File: config.mk
export PLATFORM = sky130hd
export DESIGN_NAME = uart_rx_buffer
export DESIGN_NICKNAME = d
export VERILOG_FILES = /design/src/rtl/uart_rxbuf_pkg.sv /design/src/rtl/rxbuf_ptr_ctrl.sv /design/src/rtl/rxbuf_store.sv /design/src/rtl/rxbuf_status.sv /design/src/rtl/uart_rx_buffer.sv
export SDC_FILE = /design/constraint.sdc
export NUM_CORES = 1
export LEC_CHECK = 0
export ABC_AREA = 1
export CORE_MARGIN = 5
export CORE_UTILIZATION = 60
export DETAILED_ROUTE_END_ITERATION = 12
export PLACE_DENSITY = 0.79
export SYNTH_ARGS = -nofsm -noshare
export SYNTH_HDL_FRONTEND = slang
export SYNTH_SLANG_ARGS = --single-unit
File: constraint.sdc
create_clock -name clk -period 3.8 [get_ports clk]
set_input_delay 0.76 -clock clk [delete_from_list [all_inputs] [get_ports clk]]
set_output_delay 0.76 -clock clk [all_outputs]
set_load 0.03 [all_outputs]
File: src/rtl/uart_rxbuf_pkg.sv
`timescale 1ns/1ps
package uart_rxbuf_pkg;
   // Position of each status bit inside the status field (above the data bits)
   typedef enum int unsigned {
      ST_FRAME   = 0,
      ST_PARITY  = 1,
      ST_BREAK   = 2,
      ST_OVERRUN = 3
   } rxb_status_bit_e;

   localparam int unsigned RXB_MIN_STAT_W = 4;
endpackage

File: src/rtl/rxbuf_ptr_ctrl.sv
`timescale 1ns/1ps
module rxbuf_ptr_ctrl #(
   parameter int DEPTH = 16,
   parameter int PTR_W = 4,
   parameter int CNT_W = 5
) (
   input  logic             clk,
   input  logic             rst,
   input  logic             fifo_en,
   input  logic             push_req,
   input  logic             rd_en,
   output logic [PTR_W-1:0] rd_pos,
   output logic [PTR_W-1:0] wr_slot,
   output logic [CNT_W-1:0] cnt,
   output logic [CNT_W-1:0] cnt_nxt,
   output logic [CNT_W-1:0] cap,
   output logic             push_ok,
   output logic             pop_ok,
   output logic             flush,
   output logic             can_accept,
   output logic             overrun
);
   localparam bit POW2 = (DEPTH == (1 << PTR_W));

   logic             mode_q;
   logic [PTR_W-1:0] pos_inc;
   logic [PTR_W:0]   slot_sum;

   assign flush      = (fifo_en != mode_q);
   assign cap        = mode_q ? CNT_W'(DEPTH) : CNT_W'(1);
   assign can_accept = !flush && (cnt < cap);
   assign push_ok    = push_req && can_accept;
   assign pop_ok     = rd_en && !flush && (cnt != '0);
   assign cnt_nxt    = flush ? '0 : (cnt + CNT_W'(push_ok) - CNT_W'(pop_ok));
   assign slot_sum   = {1'b0, rd_pos} + (PTR_W+1)'(cnt);

   generate
      if (POW2) begin : g_wrap_mask
         assign pos_inc = rd_pos + 1'b1;
         assign wr_slot = slot_sum[PTR_W-1:0];
      end else begin : g_wrap_cmp
         assign pos_inc = (rd_pos == PTR_W'(DEPTH-1)) ? '0 : rd_pos + 1'b1;
         assign wr_slot = (slot_sum >= (PTR_W+1)'(DEPTH)) ?
                          PTR_W'(slot_sum - (PTR_W+1)'(DEPTH)) : slot_sum[PTR_W-1:0];
      end
   endgenerate

   always_ff @(posedge clk) begin
      if (rst) begin
         mode_q  <= 1'b0;
         cnt     <= '0;
         rd_pos  <= '0;
         overrun <= 1'b0;
      end else begin
         mode_q  <= fifo_en;
         overrun <= push_req && !flush && (cnt >= cap);
         cnt     <= cnt_nxt;
         if (flush)       rd_pos <= '0;
         else if (pop_ok) rd_pos <= pos_inc;
      end
   end

   p_cnt_bound_r2: assert property (@(posedge clk) disable iff (rst) cnt <= cap)
      else $error("count above mode capacity");
   p_single_cap_r3: assert property (@(posedge clk) disable iff (rst)
      (!mode_q) |-> (cnt <= CNT_W'(1)))
      else $error("holding mode holds more than one word");
   p_flush_r4: assert property (@(posedge clk) disable iff (rst)
      flush |=> (cnt == '0 && rd_pos == '0))
      else $error("mode change did not flush");
   p_empty_read_r6: assert property (@(posedge clk) disable iff (rst)
      (rd_en && cnt == '0 && !flush) |=> (rd_pos == $past(rd_pos)))
      else $error("empty read moved the read position");
   p_push_pop_r11: assert property (@(posedge clk) disable iff (rst)
      (push_ok && pop_ok) |=> (cnt == $past(cnt)))
      else $error("simultaneous push and pop changed count");
   p_drop_r12: assert property (@(posedge clk) disable iff (rst)
      (push_req && !flush && cnt == cap) |=> overrun)
      else $error("dropped push without overrun pulse");
endmodule

File: src/rtl/rxbuf_store.sv
`timescale 1ns/1ps
module rxbuf_store #(
   parameter int DEPTH  = 16,
   parameter int PTR_W  = 4,
   parameter int WORD_W = 12
) (
   input  logic              clk,
   input  logic              wr_en,
   input  logic [PTR_W-1:0]  wr_addr,
   input  logic [WORD_W-1:0] wr_data,
   input  logic [PTR_W-1:0]  rd_addr,
   output logic [WORD_W-1:0] rd_word
);
   // Datapath storage, not reset: the occupancy count alone says what is valid
   logic [WORD_W-1:0] mem [DEPTH];

   always_ff @(posedge clk) begin
      if (wr_en) mem[wr_addr] <= wr_data;
   end

   assign rd_word = mem[rd_addr];
endmodule

File: src/rtl/rxbuf_status.sv
`timescale 1ns/1ps
module rxbuf_status #(
   parameter int DATA_W = 8,
   parameter int STAT_W = 4,
   parameter int CNT_W  = 5,
   localparam int WORD_W = DATA_W + STAT_W
) (
   input  logic              clk,
   input  logic              rst,
   input  logic [CNT_W-1:0]  cnt_nxt,
   input  logic [CNT_W-1:0]  cap,
   input  logic [CNT_W-1:0]  trig,
   input  logic              push_ok,
   input  logic              pop_ok,
   input  logic              flush,
   input  logic              rd_en,
   input  logic [WORD_W-1:0] head_word,
   output logic              empty_q,
   output logic              full_q,
   output logic              irq_q,
   output logic [STAT_W-1:0] status_q
);
   always_ff @(posedge clk) begin
      if (rst) begin
         empty_q  <= 1'b1;
         full_q   <= 1'b0;
         irq_q    <= 1'b0;
         status_q <= '0;
      end else begin
         empty_q <= (cnt_nxt == '0);
         full_q  <= !flush && (cnt_nxt == cap);
         if (flush)                                     irq_q <= 1'b0;
         else if (push_ok && cnt_nxt == trig)           irq_q <= 1'b1;
         else if (pop_ok && cnt_nxt == trig - 1'b1)     irq_q <= 1'b0;
         if (rd_en) status_q <= head_word[WORD_W-1:DATA_W];
      end
   end

   p_flags_excl_r5: assert property (@(posedge clk) disable iff (rst) !(empty_q && full_q))
      else $error("empty and full together");
   p_irq_rise_r9: assert property (@(posedge clk) disable iff (rst)
      $rose(irq_q) |-> $past(push_ok))
      else $error("interrupt rose without a push");
   p_irq_fall_r10: assert property (@(posedge clk) disable iff (rst)
      $fell(irq_q) |-> ($past(pop_ok) || $past(flush)))
      else $error("interrupt fell without a pop or flush");
   p_trig_range_r9: assert property (@(posedge clk) disable iff (rst) trig != '0)
      else $error("trigger level of zero");
endmodule

File: src/rtl/uart_rx_buffer.sv
`timescale 1ns/1ps
module uart_rx_buffer #(
   parameter int DATA_W = 8,
   parameter int STAT_W = 4,
   parameter int DEPTH  = 16,
   localparam int WORD_W = DATA_W + STAT_W,
   localparam int CNT_W  = $clog2(DEPTH + 1)
) (
   input  logic              clk,
   input  logic              rst,
   input  logic              fifo_en,
   input  logic [CNT_W-1:0]  trig_level,
   input  logic              rx_valid,
   input  logic [WORD_W-1:0] rx_word,
   input  logic              rx_break,
   output logic              rx_ready,
   input  logic              rd_en,
   output logic [DATA_W-1:0] rd_data,
   output logic [STAT_W-1:0] rd_status,
   output logic              empty,
   output logic              full,
   output logic              rx_irq,
   output logic              overrun
);
   import uart_rxbuf_pkg::*;

   localparam int PTR_W = $clog2(DEPTH);
   localparam logic [WORD_W-1:0] BRK_WORD = WORD_W'(1) << (DATA_W + int'(ST_BREAK));

   generate
      if (DEPTH < 2)                  begin : g_chk_depth $error("DEPTH must be at least 2"); end
      if (DATA_W < 1)                 begin : g_chk_data  $error("DATA_W must be positive"); end
      if (STAT_W < RXB_MIN_STAT_W)    begin : g_chk_stat  $error("STAT_W too small for break bit"); end
   endgenerate

   logic              push_req;
   logic [WORD_W-1:0] push_word;
   logic [PTR_W-1:0]  rd_pos, wr_slot;
   logic [CNT_W-1:0]  cnt, cnt_nxt, cap;
   logic              push_ok, pop_ok, flush;
   logic [WORD_W-1:0] head_word;

   assign push_req  = rx_valid || rx_break;
   assign push_word = rx_break ? BRK_WORD : rx_word;

   rxbuf_ptr_ctrl #(.DEPTH(DEPTH), .PTR_W(PTR_W), .CNT_W(CNT_W)) u_ptr (
      .clk(clk), .rst(rst), .fifo_en(fifo_en), .push_req(push_req), .rd_en(rd_en),
      .rd_pos(rd_pos), .wr_slot(wr_slot), .cnt(cnt), .cnt_nxt(cnt_nxt), .cap(cap),
      .push_ok(push_ok), .pop_ok(pop_ok), .flush(flush), .can_accept(rx_ready),
      .overrun(overrun)
   );

   rxbuf_store #(.DEPTH(DEPTH), .PTR_W(PTR_W), .WORD_W(WORD_W)) u_store (
      .clk(clk), .wr_en(push_ok), .wr_addr(wr_slot), .wr_data(push_word),
      .rd_addr(rd_pos), .rd_word(head_word)
   );

   rxbuf_status #(.DATA_W(DATA_W), .STAT_W(STAT_W), .CNT_W(CNT_W)) u_stat (
      .clk(clk), .rst(rst), .cnt_nxt(cnt_nxt), .cap(cap), .trig(trig_level),
      .push_ok(push_ok), .pop_ok(pop_ok), .flush(flush), .rd_en(rd_en),
      .head_word(head_word), .empty_q(empty), .full_q(full), .irq_q(rx_irq),
      .status_q(rd_status)
   );

   assign rd_data = head_word[DATA_W-1:0];

   p_break_push_r8: assert property (@(posedge clk) disable iff (rst)
      (rx_break && rx_ready) |=> !empty)
      else $error("accepted break left buffer empty");
   p_ready_full_r2: assert property (@(posedge clk) disable iff (rst)
      (full && !rd_en && !rx_valid && !rx_break && $stable(fifo_en)) |=> full)
      else $error("full flag dropped without a read");
endmodule

==> metrics.cfg <==
[layout]
post-route-util_pct=69.9
diodes=0
fill_cells=1006
mostFrequentLayoutCells=192 x edfxtp_1, 132 x nor2_1, 67 x nand2_1
final_nets=836
drive_above_1_share_pct=9.37
syn_to_final_growth_pct=14.8
layout_commonest_cell=edfxtp_1
post-route-cell-area_um2=10600

[logic_synthesis]
ys_seq_area_share_pct=67.5
synth_enable_flop_cells=192
synth-async-reset-ratio_pct=0
syn_nets=786
synth_top_flop_cell=edfxtp_1
synth_top_area_cell=edfxtp_1
ys_types=38
ys_top_cells_by_area=edfxtp_1 63%, nor2_1 5.4%, dfxtp_1 4.8%
syn_area_per_cell_um2=12.3
ys_seq_elements=214
netlist_area_um2=9200
synth_top_cell_area_share_pct=62.7
yosys_warnings=0
synth_cells=746

[global_route]
gr-usage-met2_pct=39.5
grt_pass1_wl_um=32500
grt.overflow.total=0
grt_usage_pct=23.1
grtUsageMet1_pct=30.4
grt.busiest_layer=met2
grt_max_degree=75
antenna_found_initial=0
grt_pass1_vias=6142
use_met3_pct=4.50

[timing]
rsz0062_at_grt=no
finalCritPeriodShare_pct=96.2
worst_pin_slew_ns=1.11
final_max_slew_viol_count=0
tns_ns=0
slew_headroom_pct=25.4
fin_hold_ws_ns=0.478
fin_crit_ns=3.66
setup_viol=0
fmax_ghz=0.274
hold_viol=0
fin_skew_ns=0.00875

[clocking]
h-tree-depth=1
cts_buffer_depth=3
cts.sinks=214
clk_pin_slew_ns=0.06
ctsHoldBuffers=0
cts_resized=0
root_buffer=clkbuf_16
post_cts_buffers=0
numCtsBuffers=22
cts_tree=yes
clkLatencyLatePin_ns=0.50

[critical_path]
ff2ff_setup_slack_ns=0.89
startpoint_type=flip-flop
endpoint_kind=output port
crit_type=flip-flop to output port
worstPathRequired_ns=3.04
cp_max_fo=39
arrival_ns=2.90
rr_endpoint=u_stat.irq_q
r2r-start=u_ptr.cnt[1]
reg2reg_depth=19

[worst_hold_path]
hold_path_class=flip-flop to flip-flop
min_to=u_stat.irq_q
holdPathStages=2
min_from=u_stat.irq_q

[route]
drt-pass1-iter-count=5
first_iter_violations=738
postRouteAntennaNets=0
wire_per_inst_um=20.7
wl_um=20700
drc=0
dr_total_vias=6154
via_per_inst=6.16

[die]
die_w_um=134
num_rows=45
ioPinCount=40
dieArea_um2=17900
die-height_um=134
coreArea_um2=15100
start_util_pct=60.9

[placed_design]
place_congestion=0.869
dpl-instance-area_um2=9850
dp_hpwl_um=12600
port_buffers=39

[job]
max-cap-violations=0

[power]
irDropWorstVdd_v=0.000319
power.leakage_uw=0.00373
powerDensity_nw_per_um2=499

[outcome]
outcome=complete, no violations

## sequential cells by signal, indices dropped and copies added (netlist names), named ones only
| signal | flops |
|---|---|
| u_store.mem | 192 |
| u_ptr.cnt | 5 |
| u_ptr.rd_pos | 4 |
| u_stat.status_q | 4 |
| u_ptr.mode_q | 1 |
| u_ptr.overrun | 1 |
| u_stat.empty_q | 1 |
| u_stat.full_q | 1 |
| u_stat.irq_q | 1 |
## cell usage after synthesis, types with 2 or more instances
master    number
xor2_1         6
o21ai_1        2
clkbuf_1      20
o221ai_1      42
inv_2          3
nand4_1        5
dfxtp_1       22
o21ai_0       47
buf_4         12
buf_2          9
o21bai_1      16
nor2_1       132
o32ai_1        6
mux2i_1       26
ha_1          15
or2_2          2
clkbuf_2       2
nand3_1       40
a21oi_1        6
edfxtp_1     192
nand3b_1       2
nand2_4        2
o211ai_1       6
xnor2_1        5
inv_1         46
nand2_1       67
fa_1           2
## layout make-up
type | count | area, um^2 | share of cell area (%)
clock buffer | 30 | 612 | 5.80
clock inverter | 9 | 91.3 | 0.866
inverter | 50 | 188 | 1.78
multi-input combinational | 436 | 2550 | 24.2
sequential | 214 | 6210 | 58.9
tap | 188 | 235 | 2.23
timing repair buffer | 72 | 663 | 6.28
## worst max-delay path: stages, from the launching register on
cell             delay [ns]
dfxtp_4                0.67
buf_4                  0.41
o21ai_0                0.17
o221ai_1               0.21
nand3_1                0.10
nand2_1                0.12
clkdlybuf4s50_1        0.67
## kinds of logic after synthesis
logic type               after synthesis  synth area share [%]
flip-flops                           214                  67.5
AND/OR/NAND/NOR                      253                  11.6
AO/OA/AOI/OAI                        128                  9.63
XOR/XNOR                              12                  1.22
adder cells (fa/ha/maj)               17                  2.48
buffers and inverters                 96                  4.76
multiplexers                          26                  2.83
## worst max path at each step
stage | start | end | slack (ns) | depth (start not counted)
floorplan | rd_en | u_stat.irq_q | 0.85 | 14
global placement | fifo_en | u_stat.irq_q | 0.25 | 17
detailed placement | fifo_en | u_stat.irq_q | 0.12 | 19
CTS | flip-flop | rd_data[7] | 0.13 | 6
global route | flip-flop | rd_data[7] | 0.05 | 6
finish | flip-flop | rd_data[7] | 0.14 | 6
## routing by layer
metal	part of all wire (%)	up-vias
li1	-	2794
met1	39	2991
met2	50	325
met3	9.2	44
met4	2.2	0
met5	0	-
## through the flow
step,cells,setup WS [ns],total power [uW]
after global placement,960,0.251,3180
after CTS,999,0.130,5270
after detailed placement,960,0.124,3210
after global routing,999,0.0548,5430
after floorplan,746,0.854,3040
final,999,0.144,5270
## power breakdown
group | total [uW] | switching, uW | internal, uW
registers | 2640 | 25.9 | 2610
logic | 528 | 338 | 190
clock network | 2100 | 839 | 1260
total | 5270 | 1200 | 4060
(Power assumes the default switching activity.)
